===== src/rtl/smb_regslave.sv =====
module smb_regslave #(
  parameter logic [6:0] DEV_ADDR = 7'h69,
  parameter int         NREG     = 8,
  parameter logic [7:0] R1_RESET = 8'hFF
) (
  input  logic            clk,
  input  logic            rst_n,
  input  logic            scl_i,
  input  logic            sda_i,
  output logic            sda_oe,
  output logic [NREG*8-1:0] reg_q
);

  localparam int         IW    = (NREG > 1) ? $clog2(NREG) : 1;
  localparam logic [6:0] NREG7 = 7'(NREG);
  localparam logic [7:0] NREG8 = 8'(NREG);

  typedef enum logic [2:0] {S_IDLE, S_ADDR, S_CMD, S_CNT, S_WDAT, S_TX} st_t;

  st_t        st;
  logic [1:0] scl_sy, sda_sy;
  logic       scl_p, sda_p;
  logic [7:0] sh, txsh, left;
  logic [3:0] bitc;
  logic       in_ack, hack, blk;
  logic [6:0] ptr;
  logic [7:0] regs [NREG];

  wire scl       = scl_sy[1];
  wire sda       = sda_sy[1];
  wire scl_rise  = scl & ~scl_p;
  wire scl_fall  = ~scl & scl_p;
  wire start_det = scl & scl_p & sda_p & ~sda;
  wire stop_det  = scl & scl_p & ~sda_p & sda;
  wire byte_done = scl_fall & ~in_ack & (bitc == 4'd8);
  wire addr_hit  = (sh[7:1] == DEV_ADDR);
  wire [6:0] ptr_inc = (ptr == 7'h7F) ? ptr : ptr + 7'd1;
  wire [7:0] rd_ptr  = (ptr < NREG7) ? regs[ptr[IW-1:0]] : 8'h00;
  wire wr_en = (st == S_WDAT) & byte_done & (left != 8'd0) & (ptr < NREG7);

  for (genvar g = 0; g < NREG; g++) begin : g_out
    assign reg_q[g*8 +: 8] = regs[g];
  end

  always_ff @(posedge clk or negedge rst_n) begin
    if (!rst_n) begin
      for (int i = 0; i < NREG; i++) regs[i] <= (i == 1) ? R1_RESET : 8'h00;
    end else if (wr_en) begin
      regs[ptr[IW-1:0]] <= sh;
    end
  end

  always_ff @(posedge clk or negedge rst_n) begin
    if (!rst_n) begin
      scl_sy <= 2'b00; sda_sy <= 2'b00; scl_p <= 1'b0; sda_p <= 1'b0;
      st <= S_IDLE; sh <= 8'h00; txsh <= 8'h00; left <= 8'h00;
      bitc <= 4'd0; in_ack <= 1'b0; hack <= 1'b0; blk <= 1'b1;
      ptr <= 7'd0; sda_oe <= 1'b0;
    end else begin
      scl_sy <= {scl_sy[0], scl_i};
      sda_sy <= {sda_sy[0], sda_i};
      scl_p  <= scl;
      sda_p  <= sda;
      if (start_det) begin
        st <= S_ADDR; bitc <= 4'd0; in_ack <= 1'b0; hack <= 1'b0; sda_oe <= 1'b0;
      end else if (stop_det) begin
        st <= S_IDLE; bitc <= 4'd0; in_ack <= 1'b0; hack <= 1'b0; sda_oe <= 1'b0;
      end else if (st == S_TX) begin
        if (in_ack | hack) begin
          if (scl_rise & hack) begin
            if (sda) st <= S_IDLE;
            else begin txsh <= rd_ptr; ptr <= ptr_inc; end
          end
          if (scl_fall) begin
            in_ack <= 1'b0; hack <= 1'b0; bitc <= 4'd0; sda_oe <= ~txsh[7];
          end
        end else begin
          if (scl_rise) bitc <= bitc + 4'd1;
          if (scl_fall) begin
            if (bitc == 4'd8) begin
              sda_oe <= 1'b0; hack <= 1'b1;
            end else begin
              txsh <= {txsh[6:0], 1'b0}; sda_oe <= ~txsh[6];
            end
          end
        end
      end else if (st != S_IDLE) begin
        if (!in_ack) begin
          if (scl_rise) begin
            sh <= {sh[6:0], sda}; bitc <= bitc + 4'd1;
          end
          if (byte_done) begin
            in_ack <= 1'b1;
            sda_oe <= 1'b1;
            case (st)
              S_ADDR: begin
                if (!addr_hit) begin
                  sda_oe <= 1'b0; st <= S_IDLE;
                end else if (sh[0]) begin
                  st <= S_TX;
                  if (blk) txsh <= NREG8;
                  else begin txsh <= rd_ptr; ptr <= ptr_inc; end
                end else begin
                  st <= S_CMD;
                end
              end
              S_CMD: begin
                blk  <= ~sh[7];
                ptr  <= sh[7] ? sh[6:0] : 7'd0;
                left <= sh[7] ? 8'd1 : 8'd0;
                st   <= sh[7] ? S_WDAT : S_CNT;
              end
              S_CNT: begin
                left <= sh; st <= S_WDAT;
              end
              S_WDAT: begin
                if (left != 8'd0) left <= left - 8'd1;
                ptr <= ptr_inc;
              end
              default: ;
            endcase
          end
        end else if (scl_fall) begin
          in_ack <= 1'b0; bitc <= 4'd0; sda_oe <= 1'b0;
        end
      end
    end
  end


  oe_lowscl_chk: assert property (@(posedge clk) disable iff (!rst_n)
    (sda_oe != $past(sda_oe)) |-> !$past(scl));


  no_ack_miss_chk: assert property (@(posedge clk) disable iff (!rst_n)
    (st == S_ADDR && byte_done && !addr_hit) |=> !sda_oe);


  reg_in_wdat_chk: assert property (@(posedge clk) disable iff (!rst_n)
    (reg_q != $past(reg_q)) |-> ($past(st) == S_WDAT));


  stop_idle_chk: assert property (@(posedge clk) disable iff (!rst_n)
    stop_det |=> (st == S_IDLE && !sda_oe));


  bitc_range_chk: assert property (@(posedge clk) disable iff (!rst_n)
    bitc <= 4'd8);


  blk_count_chk: assert property (@(posedge clk) disable iff (!rst_n)
    ($past(st) == S_ADDR && st == S_TX && blk) |-> (txsh == NREG8));

endmodule


===== config.mk =====
export PLATFORM = sky130hd
export DESIGN_NAME = smb_regslave
export DESIGN_NICKNAME = d
export VERILOG_FILES = /design/src/rtl/smb_regslave.sv
export SDC_FILE = /design/constraint.sdc
export NUM_CORES = 1
export LEC_CHECK = 0
export BUFFER_PORTS_ARGS = -buffer_cell sky130_fd_sc_hd__buf_2
export CAP_MARGIN = 20
export CORE_ASPECT_RATIO = 0.75
export CORE_MARGIN = 5
export CORE_UTILIZATION = 39
export DETAILED_ROUTE_END_ITERATION = 8
export GPL_TIMING_DRIVEN = 1
export PLACE_DENSITY = 0.6
export SYNTH_ARGS = -nofsm -noshare
export SYNTH_HDL_FRONTEND = slang
export SYNTH_SLANG_ARGS = --single-unit

===== constraint.sdc =====
create_clock -name clk -period 3 [get_ports clk]
set_input_delay 0 -clock clk [delete_from_list [all_inputs] [get_ports clk]]
set_output_delay 0 -clock clk [all_outputs]
set_load 0.02 [all_outputs]

Word-level counts from Yosys, hierarchy flattened
Cells that the tools add are included.

word-level totals
  bits in registers = 112
  input port bits = 4
  output and inout port bits = 65

cells by class
  $add $sub $neg = 3
  $lt $le $gt $ge = 3
  equal/unequal tests = 26
  multiplexer cells = 84
  bitwise gates (word level) = 26
  reductions and logical operators = 26

operators with widths
  cell                  count
  $mux W8               18
  $mux W7               12
  $bwmux W64            1
  $mux W3               12
  $mux W4               8
  $mux W1               28
  $bmux W8 S3           1
  $demux W8 S3          1
  $pmux W8 S3           1
  $reduce_and A12 Y1    2
  $pmux W7 S3           1
  $reduce_bool A4 Y1    4
  $eq A7 B7 Y1 const B  2
  $reduce_and A7 Y1     2
  $and A1 B1 Y1         13
  $ne A3 B3 Y1 const B  4
  $reduce_bool A3 Y1    4
  $not A1 Y1            11
  $reduce_bool A2 Y1    5
  $ne A3 B2 Y1 const B  3
  $pmux W3 S3           1
  $ne A2 B1 Y1 const B  4
  $ne A4 B1 Y1 const B  2
  $ne A4 B3 Y1 const B  2
  other kinds (22)      26

Depth between registers and ports, before layout
  depth in word-level cells = 13
  depth in mapped cells = 8

Worst setup path before layout
No wires, ideal clock.

  kind = flip-flop to flip-flop
  start = register bitc[0]
  end = register regs, in the netlist reg_q[48]
  library setup time = 0.125 ns
  data arrival time = 2.169 ns
  data required time = 2.875 ns
  path slack = 0.706 ns
  cell stages (with the launch flop) = 8
  buffers on the path = 0
  cells stage by stage = dfrtp_1 > inv_1 > ha_1 > nand3b_4 > or3_4 > nor3_4 > nor3b_4 > mux2_2

between the ends
  longest elaborated chain between the ends = 5

ends and longest elaborated chain
  element                         RTL line  text
  start: declaration              24        logic [3:0] bitc;
  start signal: assignment        78        if (scl_rise) bitc <= bitc + 4'd1;
  start signal: assignment        90        sh <= {sh[6:0], sda}; bitc <= bitc + 4'd1;
  $eq A4 B4 Y1                    35        wire byte_done = scl_fall & ~in_ack & (bitc == 4'd8);
  $and A1 B1 Y1                   35
  $and A1 B1 Y1 (3 in series)     39        wire wr_en = (st == S_WDAT) & byte_done & (left != 8'd0) & (ptr < NREG7);
  end signal: indexed assignment  49        regs[ptr[IW-1:0]] <= sh;
  end: declaration                27        logic [7:0] regs [NREG];

No other way between the ends.
A chain may end at the register's enable or synchronous reset.

Worst setup path in the final report
  start = register bitc[0]
  end = register regs, in the netlist reg_q[49]

The elaborated chain is that of the path after synthesis.

==> metrics.cfg <==
[synthesis]
synth-edff-count=0
async_flop_share_pct=100
yosysSeqAreaShare_pct=48.4
ys_warn_count=0
synth_top_flop_cell=dfrtp_1
syn_area_um2=5810
syn_area_per_cell_um2=11.2
synth_cells=519
synth_nets=527
synth_seq_cells=112
synth.distinct_cells=66

[sta]
worst_slack_ns=0.261
rsz0062_at_grt=no
worst_pin_slew_ns=0.941
finalSetupTns_ns=0
slew_headroom_pct=36.7
maxSlewViolCount=0
fmax_ghz=0.365
min_period_ns=2.74
setup_violations=0
hold_viol=0
period_share_pct=91.3
fin_skew_ns=0.0129

[grt]
antenna_found_initial=0
first_global_vias=4570
grt_max_degree=78
grt_usage_pct=18.9
overflow=0
grt_pass1_wl_um=25800

[floorplan]
io_pins=69
core_um2=14500
start_util_pct=39.9
die_w_um=151
die_y_um=116
rows=38
dieArea_um2=17500

[cells_and_area]
final_core_util_pct=46.4
regArea_um2=2820
final_nets=592
diodes=0
fillers=1373
drive_above_1_share_pct=36.0
multiInputGateArea_um2=2810
design_area_um2=6750
syn_to_final_growth_pct=16.1

[clock_tree]
post-cts-setup-buffers=0
ctsHtreeMaxLevel=3
cts-root-buf=clkbuf_16
cts_tree=yes
cts.sink_count=112
tritoncts.num_buffers=9
clock_path_buffers=2
clkTransAtPathRegs_ns=0.09
insertion_delay_ns=0.36

[placement]
dpl-instance-area_um2=6400
io_buffer_count=68
place_congestion=0.880
place_ws_ns=0.269
dp_hpwl_um=11400

[routing]
vias=4583
wl_um=15900
drtPass1Iterations=5
drt-initial-drc-count=341
via_per_inst=5.81
drc_errors=0
ant_nets=0
wire_per_inst_um=20.2

[job]
maxCapViolations=0

[power_and_ir_drop]
p_total_mw=2.88
peakVddDrop_mv=0.293
p_leak_nw=3.18
pwr_density_cell_nw_per_um2=428

[outcome]
run_status=finished clean

[setup_path]
path_cells=inv_1 > ha_1 > nand3b_4 > or3_4 > nor3_4 > nor3b_4 > mux2_2
critPathLaunchType=register
cpPeakStageDelay_ns=0.59
endpoint_kind=register
slowest_stage=nor3b_4
crit_type=register to register
arrival_ns=2.98
crit_buf_inv=1
worst-path-max-fanout=8
crit_family=simple AND/OR/NAND/NOR gates
cp.required_ns=3.24

[min_path]
hp-class=input port to async pin

-- per-stage QoR --
step	hold WS, ns	cells
finish	0.140	789
global route	0.214	789
CTS	0.169	789
detailed placement	-0.00593	770
global placement	-0.00431	770
floorplan	-0.296	519
-- area by class of cell --
type / count / area share (%)
sequential: 112 / 41.7
multi-input combinational: 362 / 41.7
timing repair buffer: 87 / 7.49
tap: 200 / 3.71
clock buffer: 9 / 3.34
clock inverter: 7 / 1.39
inverter: 12 / 0.668
-- cells in the final DEF, fill, tap and decap left out, types with 4 or more instances in the layout --
master and count:
nand3_1 13, o21ai_0 23, and3_1 7, a32oi_1 4, or4_1 4, buf_4 16, dfrtp_1 102, mux2_2 89
nand2_1 27, a21oi_1 24, nand3b_1 4, nor2_1 20, mux2i_1 22, o22ai_1 6, a22oi_1 8, inv_1 12
buf_2 67, a21boi_0 4, nand2b_1 5, nor3_1 19, nor2b_1 6, a31oi_1 11, clkbuf_16 9, a211oi_1 9
dfstp_2 9, ha_1 4
-- worst paths after layout --
kind,cells past startpoint,startpoint,slack (ns),endpoint
hold reg to reg,0,scl_sy[0],0.36,scl_sy[1]
setup / recovery,7,bitc[0],0.26,reg_q[49]
hold / removal,2,rst_n,0.14,scl_sy[0]
setup reg to reg,7,bitc[0],0.26,reg_q[49]
min in group clk,2,scl_i,0.28,scl_sy[0]
max in group asynchronous,3,rst_n,2.05,reg_q[8]
-- routing by layer --
| layer | part of all wire (%) | wire, um | vias up | GRT usage [%] |
|---|---|---|---|---|
| met4 | 0.83 | 132 | 0 | 3.86 |
| met5 | 0 | 0 | - | 0 |
| met3 | 5.9 | 937 | 9 | 3.40 |
| met2 | 42 | 6710 | 155 | 26.3 |
| met1 | 51 | 8160 | 2350 | 30.4 |
| li1 | - | - | 2069 | - |
-- flip-flops by register name (all words and copies together) (netlist names) --
name	flops
sda_sy	2
left	8
blk	1
sh	8
txsh	8
scl_sy	2
sda_oe	1
hack	1
scl_p	1
reg_q	64
in_ack	1
bitc	4
ptr	7
sda_p	1
st	3
-- cell families after synthesis --
family,Yosys count,share of synthesized area [%]
AND/OR/NAND/NOR,129,12.7
AO/OA/AOI/OAI,117,13.6
flip-flops,112,48.4
multiplexers,111,21.0
buffers and inverters,45,3.19
adder cells (fa/ha/maj),4,0.861
XOR/XNOR,1,0.151
-- synth_stat cells, types with 3 or more instances --
cell      instances  share of area (%)
a211oi_1          9                1.2
a21boi_0          4               0.52
a21oi_1          24                2.1
a22oi_1           8                1.0
a31oi_1          11                1.2
a32oi_1           4               0.60
and3_1            7               0.75
buf_1             4               0.26
buf_2            10               0.86
clkbuf_1         18                1.2
dfrtp_1         103                 44
dfstp_2           9                4.1
ha_1              4               0.86
inv_1            12               0.78
mux2_2           89                 17
mux2i_1          22                3.8
nand2_1          27                1.7
nand2b_1          5               0.54
nand3_1          13                1.1
nand3b_1          4               0.52
nor2_1           20                1.3
nor2b_1           6               0.65
nor3_1           19                1.6
nor4_1            3               0.32
o211ai_1          3               0.39
o21a_1            3               0.39
o21ai_0          23                2.0
o22ai_1           6               0.65
o31ai_1           3               0.39
or4_1             4               0.52
-- where the power goes --
part	leakage [nW]	total (mW)	switching (mW)	internal (mW)
clock	0.154	1.26	0.652	0.610
sequential	1.52	1.54	0.0247	1.52
combinational	1.51	0.0797	0.0555	0.0242
total	3.18	2.88	0.732	2.15
-- timing repair --
action,in CTS,in global routing
hold endpoints to repair,37,0
hold buffers,3,0
resized for setup,0,0
No activity file was read; power rests on OpenSTA's default activity.
